--- src/rtl/acc8_pkg.sv ---
package acc8_pkg;

    localparam int WORD_W   = 8;
    localparam int AWIDTH   = 5;
    localparam int NWORDS   = 1 << AWIDTH;
    localparam int IMG_BITS = NWORDS * WORD_W;

    typedef enum logic [2:0] {
        OP_LOAD  = 3'd0,
        OP_STORE = 3'd1,
        OP_ADD   = 3'd2,
        OP_SUB   = 3'd3,
        OP_AND   = 3'd4,
        OP_HALT  = 3'd5,
        OP_RSV6  = 3'd6,
        OP_RSV7  = 3'd7
    } opcode_e;

    typedef enum logic [2:0] {
        PH_FETCH   = 3'd0,
        PH_DECODE  = 3'd1,
        PH_OPERAND = 3'd2,
        PH_EXEC    = 3'd3,
        PH_WRITE   = 3'd4,
        PH_ADVANCE = 3'd5
    } phase_e;

    typedef enum logic [2:0] {
        ALU_NONE = 3'd0,
        ALU_PASS = 3'd1,
        ALU_ADD  = 3'd2,
        ALU_SUB  = 3'd3,
        ALU_AND  = 3'd4
    } alu_op_e;

    typedef struct packed {
        logic    fetch_en;
        logic    halt_req;
        logic    rd_en;
        logic    acc_en;
        logic    wr_en;
        logic    inc_en;
        alu_op_e alu_op;
    } ctrl_t;

    function automatic logic uses_operand(opcode_e op);
        return (op == OP_LOAD) || (op == OP_ADD) || (op == OP_SUB) || (op == OP_AND);
    endfunction

    // Echo loop: copy the input port to the output port forever.
    function automatic logic [IMG_BITS-1:0] default_prog_image();
        logic [IMG_BITS-1:0] img;
        img = '0;
        img[0*WORD_W +: WORD_W] = {OP_LOAD,  5'd31};
        img[1*WORD_W +: WORD_W] = {OP_STORE, 5'd31};
        img[2*WORD_W +: WORD_W] = {OP_LOAD,  5'd5};
        img[3*WORD_W +: WORD_W] = {OP_STORE, 5'd20};
        return img;
    endfunction

endpackage

--- src/rtl/acc8_sequencer.sv ---
module acc8_sequencer
    import acc8_pkg::*;
(
    input  logic   clk,
    input  logic   rst,
    input  logic   halt_req,
    output phase_e phase,
    output logic   halted
);
    always_ff @(posedge clk) begin
        if (rst) begin
            phase  <= PH_FETCH;
            halted <= 1'b0;
        end else if (!halted) begin
            if (halt_req)
                halted <= 1'b1;
            else if (phase == PH_ADVANCE)
                phase <= PH_FETCH;
            else
                phase <= phase_e'(phase + 3'd1);
        end
    end

    assert_phase_wrap_R2: assert property (@(posedge clk) disable iff (rst)
        (phase == PH_ADVANCE && !halted) |=> (phase == PH_FETCH));

    assert_halt_sticky_R10: assert property (@(posedge clk) disable iff (rst)
        halted |=> halted);

    assert_halt_freeze_R10: assert property (@(posedge clk) disable iff (rst)
        halted |=> $stable(phase));
endmodule

--- src/rtl/acc8_decoder.sv ---
module acc8_decoder
    import acc8_pkg::*;
(
    input  phase_e  phase,
    input  opcode_e op,
    output ctrl_t   ctrl
);
    always_comb begin
        ctrl          = '0;
        ctrl.alu_op   = ALU_NONE;
        ctrl.fetch_en = (phase == PH_FETCH);
        ctrl.halt_req = (phase == PH_DECODE) && (op == OP_HALT);
        ctrl.rd_en    = (phase == PH_OPERAND) && uses_operand(op);
        ctrl.acc_en   = (phase == PH_EXEC) && uses_operand(op);
        ctrl.wr_en    = (phase == PH_WRITE) && (op == OP_STORE);
        ctrl.inc_en   = (phase == PH_ADVANCE);
        if (phase == PH_EXEC) begin
            case (op)
                OP_LOAD: ctrl.alu_op = ALU_PASS;
                OP_ADD:  ctrl.alu_op = ALU_ADD;
                OP_SUB:  ctrl.alu_op = ALU_SUB;
                OP_AND:  ctrl.alu_op = ALU_AND;
                default: ctrl.alu_op = ALU_NONE;
            endcase
        end
    end
endmodule

--- src/rtl/acc8_alu.sv ---
module acc8_alu
    import acc8_pkg::*;
#(
    parameter int DATA_W = 8
) (
    input  alu_op_e           op,
    input  logic [DATA_W-1:0] acc,
    input  logic [DATA_W-1:0] opnd,
    output logic [DATA_W-1:0] result
);
    always_comb begin
        case (op)
            ALU_PASS: result = opnd;
            ALU_ADD:  result = acc + opnd;
            ALU_SUB:  result = acc - opnd;
            ALU_AND:  result = acc & opnd;
            default:  result = acc;
        endcase
    end
endmodule

--- src/rtl/acc8_datamem.sv ---
module acc8_datamem #(
    parameter int DATA_W  = 8,
    parameter int ADDR_W  = 5,
    parameter int PC_ADDR = 20,
    parameter int IO_ADDR = 31,
    parameter logic [(1<<ADDR_W)*DATA_W-1:0] INIT = '0
) (
    input  logic              clk,
    input  logic              rst,
    input  logic [ADDR_W-1:0] addr,
    output logic [DATA_W-1:0] rd_data,
    input  logic              wr_en,
    input  logic [DATA_W-1:0] wr_data,
    input  logic              inc_en,
    input  logic [DATA_W-1:0] in_port,
    output logic [DATA_W-1:0] out_port,
    output logic [DATA_W-1:0] pc_word
);
    localparam int DEPTH = 1 << ADDR_W;
    localparam logic [ADDR_W-1:0] PC_A = ADDR_W'(PC_ADDR);
    localparam logic [ADDR_W-1:0] IO_A = ADDR_W'(IO_ADDR);

    logic [DATA_W-1:0] mem [DEPTH];
    logic              pc_stored;

    assign rd_data = (addr == IO_A) ? in_port : mem[addr];
    assign pc_word = mem[PC_A];

    always_ff @(posedge clk) begin
        if (rst) begin
            for (int i = 0; i < DEPTH; i++)
                mem[i] <= (i == PC_ADDR) ? '0 : INIT[i*DATA_W +: DATA_W];
            out_port  <= '0;
            pc_stored <= 1'b0;
        end else begin
            if (wr_en) begin
                mem[addr] <= wr_data;
                if (addr == PC_A) pc_stored <= 1'b1;
                if (addr == IO_A) out_port  <= wr_data;
            end
            if (inc_en) begin
                if (!pc_stored) mem[PC_A] <= mem[PC_A] + 1'b1;
                pc_stored <= 1'b0;
            end
        end
    end

    assert_out_hold_R9: assert property (@(posedge clk) disable iff (rst)
        !(wr_en && addr == IO_A) |=> $stable(out_port));

    assert_jump_load_R7: assert property (@(posedge clk) disable iff (rst)
        (wr_en && addr == PC_A) |=> (pc_word == $past(wr_data)));

    assert_jump_keep_R7: assert property (@(posedge clk) disable iff (rst)
        (inc_en && pc_stored) |=> $stable(pc_word));
endmodule

--- src/rtl/acc8_core.sv ---
module acc8_core
    import acc8_pkg::*;
#(
    parameter int DATA_W  = 8,
    parameter int ADDR_W  = 5,
    parameter int PC_ADDR = 20,
    parameter int IO_ADDR = 31,
    parameter logic [(1<<ADDR_W)*DATA_W-1:0] PROG_IMG = default_prog_image(),
    parameter logic [(1<<ADDR_W)*DATA_W-1:0] DATA_IMG = '0
) (
    input  logic              clk,
    input  logic              rst,
    input  logic [DATA_W-1:0] in_port,
    output logic [DATA_W-1:0] out_port,
    output logic              halted
);
    localparam int DEPTH = 1 << ADDR_W;
    localparam int OPC_W = DATA_W - ADDR_W;
    localparam logic [ADDR_W-1:0] PC_A = ADDR_W'(PC_ADDR);

    logic [DATA_W-1:0] prog [DEPTH];
    logic [DATA_W-1:0] ir, acc, opnd, alu_y, rd_data, pc_word;
    phase_e            phase;
    ctrl_t             ctrl;
    opcode_e           op;
    logic [ADDR_W-1:0] op_addr;

    assign op      = opcode_e'(ir[DATA_W-1 -: OPC_W]);
    assign op_addr = ir[ADDR_W-1:0];

    always_ff @(posedge clk) begin
        if (rst) begin
            for (int i = 0; i < DEPTH; i++)
                prog[i] <= PROG_IMG[i*DATA_W +: DATA_W];
            ir   <= '0;
            acc  <= '0;
            opnd <= '0;
        end else begin
            if (ctrl.fetch_en) ir   <= prog[pc_word[ADDR_W-1:0]];
            if (ctrl.rd_en)    opnd <= rd_data;
            if (ctrl.acc_en)   acc  <= alu_y;
        end
    end

    acc8_sequencer u_seq (
        .clk(clk), .rst(rst), .halt_req(ctrl.halt_req),
        .phase(phase), .halted(halted)
    );

    acc8_decoder u_dec (.phase(phase), .op(op), .ctrl(ctrl));

    acc8_alu #(.DATA_W(DATA_W)) u_alu (
        .op(ctrl.alu_op), .acc(acc), .opnd(opnd), .result(alu_y)
    );

    acc8_datamem #(
        .DATA_W(DATA_W), .ADDR_W(ADDR_W), .PC_ADDR(PC_ADDR),
        .IO_ADDR(IO_ADDR), .INIT(DATA_IMG)
    ) u_dmem (
        .clk(clk), .rst(rst), .addr(op_addr), .rd_data(rd_data),
        .wr_en(ctrl.wr_en), .wr_data(acc), .inc_en(ctrl.inc_en),
        .in_port(in_port), .out_port(out_port), .pc_word(pc_word)
    );

    assert_pc_step_R6: assert property (@(posedge clk) disable iff (rst)
        (phase == PH_ADVANCE && !(op == OP_STORE && op_addr == PC_A))
        |=> (pc_word == $past(pc_word) + 1'b1));

    assert_acc_only_exec_R4: assert property (@(posedge clk) disable iff (rst)
        (phase != PH_EXEC) |=> $stable(acc));
endmodule

--- config.mk ---
export PLATFORM = sky130hd
export DESIGN_NAME = acc8_core
export DESIGN_NICKNAME = d
export VERILOG_FILES = /design/src/rtl/acc8_pkg.sv /design/src/rtl/acc8_sequencer.sv /design/src/rtl/acc8_decoder.sv /design/src/rtl/acc8_alu.sv /design/src/rtl/acc8_datamem.sv /design/src/rtl/acc8_core.sv
export SDC_FILE = /design/constraint.sdc
export NUM_CORES = 1
export LEC_CHECK = 0
export CORE_MARGIN = 4
export CORE_UTILIZATION = 46
export CTS_CLUSTER_DIAMETER = 120
export DETAILED_ROUTE_END_ITERATION = 16
export DONT_BUFFER_PORTS = 1
export GPL_ROUTABILITY_DRIVEN = 0
export MAX_ROUTING_LAYER = met4
export PLACE_DENSITY = 0.57
export SYNTH_ARGS = -nofsm -noshare
export SYNTH_HDL_FRONTEND = slang
export SYNTH_SLANG_ARGS = --single-unit
export TNS_END_PERCENT = 5
--- constraint.sdc ---
create_clock -name clk -period 5.4 [get_ports clk]
set_clock_uncertainty 0.1 [all_clocks]
set_input_delay 0.54 -clock clk [delete_from_list [all_inputs] [get_ports clk]]
set_output_delay 0.54 -clock clk [all_outputs]
set_load 0.005 [all_outputs]
Yosys cells after proc, flatten, opt, wreduce, memory -nomap -nowiden:

Memories as Yosys holds them, arrays and structs flattened. A register that Yosys moved wholly into a read port is not among the register bits.
Index checks and enable logic that the tools add are counted.

* muxes and demuxes: 20
* reductions and logical operators: 16
* add/subtract/negate cells: 4
* equality and inequality tests: 16
* bitwise gates (word level): 4

Operator list (number)
* one-hot mux 8 bit (4 select lines): 1
* 2-to-1 mux 8 bit: 3
* equality test 3 x 2 -> 1 bit (second input constant): 6
* equality test 3 bit (second input constant): 5
* 2-to-1 mux 1 bit: 12
* one-hot mux 3 bit (4 select lines): 1
* equality test 5 bit (second input constant): 2
* equality test 3 x 1 -> 1 bit (second input constant): 3
* adder 8 x 1 -> 8 bit (second input constant): 1
* adder 8 bit: 1
* AND 8 bit: 1
* AND reduction 2 bit: 4
* OR reduction 8 bit: 1
* subtractor 8 bit: 1
* logical NOT 3 bit: 2
* 2-to-1 mux 3 bit: 2
* 2-to-1 mux 5 bit: 1
* logical AND 1 bit: 4
* nonzero test 4 bit: 1
* adder 3 x 1 -> 3 bit (second input constant): 1
* logical OR 1 bit: 3
* NOT 1 bit: 2
* OR reduction 2 bit: 1
* OR 1 bit: 1

* register bits: 37
* memories kept: 2
* RAM bits: 448
* input port bits: 10
* word-level logic and storage cells: 69
* output and inout bits: 9

Memories
* u_dmem.mem: words 32, width 8, read ports 2, clocked after Yosys merged registers in 0, wr ports 32, line acc8_datamem.sv:23 `logic [DATA_W-1:0] mem [DEPTH];`
* prog: words 32, width 6, read ports 1, clocked after Yosys merged registers in 1, wr ports 32, line acc8_core.sv:21 `logic [DATA_W-1:0] prog [DEPTH];`

Longest topological paths before layout:

* depth after elaboration: 7
* gate-level depth with buffers: 7
* mapped depth without buffers: 6

Hierarchy:

From an unflattened synthesis, not the netlist that was laid out.

* cell total of the unflattened synthesis: 1109
* area, all modules: 14163.6 um^2

Modules (own cells, without submodules)
* acc8_datamem: area each 12350.6 um^2, instances 1, cells each 897, sequential area each 7747.4 um^2
* acc8_core: area each 767.0 um^2, instances 1, cells each 69, sequential area each 420.4 um^2
* acc8_alu: area each 750.7 um^2, instances 1, cells each 112, sequential area each 0.0 um^2
* acc8_sequencer: area each 163.9 um^2, instances 1, cells each 16, sequential area each 80.1 um^2
* acc8_decoder: area each 131.4 um^2, instances 1, cells each 15, sequential area each 0.0 um^2

Worst setup path before layout:

No wires, ideal clock.

* path kind: input port to flip-flop
* start point: in rst
* end point: mem u_dmem.mem[1][0], enable pin
* buffers on the path: 1
* cell stages on the path: 5
* setup time: 0.309 ns
* setup slack: 3.410 ns
* required time: 4.991 ns
* arrival: 1.580 ns
* path through: nand4b_1 or2_1 buf_2 nor3_4 or2_2

RTL lines
* start, declared: line acc8_core.sv:12 `input logic rst,`
* end, declared: line acc8_datamem.sv:23

==> reports/metrics.yaml <==
finalInstanceArea_mm2: 0.00820
fp.dieH_um: 136
core_area_mm2: 0.0160
drt-total-wl_um: 17900
synthesis.area_mm2: 0.00756
cts_tree: "done"
grt_pass1_wl_um: 27900
overflow: 0
start_util_pct: 47.3
worst-setup-path-type: "reg -> reg"
dpl-instance-area_mm2: 0.00765
synth.net_count: 642
fill_cells: 1441
status: "finished, final reports clean"
mostFrequentLayoutCell: "edfxtp_1"
synth-async-reset-ratio_pct: 0
crit_slowest_cell: "dfxtp_1"
cts-root-buf: "clkbuf_16"
syn2layout_area_growth_pct: 8.39
min_period_over_period_pct: 52.2
rows: 46
startpoint_type: "register"
post_cts_buffers: 0
ant_nets: 0
cts-resized-gates: 0
cp_data_required_time_ps: 5340
ys_types: 46
synth-main-ff-cell: "edfxtp_1"
cts_htree_levels: 4
relSlewSlack_pct: 25.6
syn_area_per_cell_um2: 12.1
drc_errors: 0
antenna_found_initial: 0
tightest_slew_ps: 1100
ios: 19
vias: 4647
insertion_delay_ps: 420
p_per_area_mw_per_mm2: 324
syn_inst: 624
maxSlewViolCount: 0
clock_path_buffers: 2
max_cap_violations: 0
setup_viol: 0
grt_max_degree: 44
drtPass1Iterations: 5
crit_arrival_ps: 2760
viasPerCell: 5.56
seq_area_frac_synth_pct: 59.6
leakage_nw: 2.85
nets: 625
hp-class: "in -> reg"
drt_iter0_drc: 436
max_freq_ghz: 0.355
dp_hpwl_um: 11700
layout_common_cells: "edfxtp_1 (128), and2_1 (122), mux2i_1 (72)"
die_w_um: 136
drive_above_1_share_pct: 10.2
yosys_warnings: 0
holdBufCountCts: 0
avgRoutedWirePerCell_um: 21.5
portBuffers: 0
clkSlewWorstSetupHoldPaths_ps: 60
hold_viol_final: 0
cp_max_fo: 23
critPathCaptureType: "register"
fin_setup_tns_ps: 0
ir_drop_v: 0.000237
grt_use_total_pct: 21.1
cts_sinks: 161
rsz0062_at_grt: "no"
dieArea_mm2: 0.0186
antennaDiodeCount: 0
grt_pass1_vias: 4580
ys_ff_latch: 161
worstPathCellList: "nand3b_1 > nor3_1 > nor2_1 > o21ai_0"
cts_made_buffers: 17
min_period_ps: 2820
synth-edff-count: 128
critPathMaxStageDelay_ps: 880
[registers in the layout, indices dropped and copies added (netlist names)]
register / count
u_seq.phase: 3
ir: 5
acc: 8
u_dmem.out_port: 8
opnd: 8
u_dmem.pc_stored: 1
u_dmem.mem: 128
[cell usage after synthesis, types with 4 or more instances]
| cell | count | share of area [%] |
|---|---|---|
| mux2i_1 | 72 | 9.5 |
| inv_1 | 16 | 0.79 |
| buf_2 | 15 | 0.99 |
| ha_1 | 8 | 1.3 |
| edfxtp_1 | 128 | 51 |
| nor3_1 | 4 | 0.26 |
| buf_4 | 5 | 0.50 |
| or2_2 | 16 | 1.3 |
| o22ai_1 | 22 | 1.8 |
| o211ai_1 | 7 | 0.69 |
| dfxtp_1 | 33 | 8.7 |
| nor2_2 | 6 | 0.50 |
| nand2b_1 | 5 | 0.41 |
| and2_1 | 122 | 10 |
| nor2_1 | 38 | 1.9 |
| nand2_1 | 22 | 1.1 |
| clkbuf_1 | 15 | 0.74 |
| a221oi_1 | 7 | 0.81 |
| o21ai_0 | 38 | 2.5 |
[kinds of logic (layout without fill, tap and decap cells)]
group,Yosys count,after routing,share of synthesized area (%)
flip-flops,161,161,59.6
AO/OA/AOI/OAI,86,86,7.05
adder cells (fa/ha/maj),8,8,1.32
XOR/XNOR,5,5,0.579
multiplexers,72,72,9.53
buffers and inverters,53,49,3.33
AND/OR/NAND/NOR,238,238,18.6
other,1,1,0.0496
[metrics by stage]
stage	hold slack, ps	cells	setup slack [ps]	utilization, %	power (mW)
after floorplan	333	624	3410	-	1.54
after global placement	347	804	2710	47.8	1.57
after detailed placement	358	804	2590	47.8	1.57
after CTS	69.4	836	2590	51.2	2.67
after global routing	66.4	836	2350	51.2	2.75
final	81.3	836	2580	51.2	2.66
[per-layer routing]
layer  track usage [%]  vias to the layer above  wire length (um)
li1                  -                     2189                 -
met1              29.2                     2349              8290
met2              32.2                       90              8730
met3              3.81                       19               704
met4              5.82                        0               204
met5                 -                        -                 0
[report_power, final]
| part | leakage, nW | switching, mW | internal (mW) |
|---|---|---|---|
| clock | 0.277 | 0.453 | 0.654 |
| combinational | 0.979 | 0.0870 | 0.0515 |
| sequential | 1.59 | 0.0348 | 1.38 |
| total | 2.85 | 0.574 | 2.08 |
[cell type report]
class,instances,area (um2),share of cell area [%]
Inverter,16,60.1,0.733
Clock buffer,27,517,6.30
Clock inverter,5,27.5,0.336
Sequential cell,161,4510,55.0
Tap cell,216,270,3.30
Timing Repair Buffer,1,7.51,0.0916
Multi-Input combinational cell,410,2810,34.2
[worst max-delay path: cells and delay by family (launching register included)]
kind	cells	cell delay, ps
AO/OA/AOI/OAI	1	420
flip-flops	1	880
AND/OR/NAND/NOR	3	1030
[worst paths after layout]
kind	from	end	slack (ps)	cells after the start
worst max register to register	ir[2]	u_dmem.mem[20][6]	2580	4
worst min register to register	u_seq.phase[0]	u_seq.phase[0]	370	1
worst max-delay path	ir[2]	u_dmem.mem[20][6]	2580	4
worst min-delay path	rst	u_dmem.out_port[7]	80	1
No activity file was read; power rests on OpenSTA's default activity.
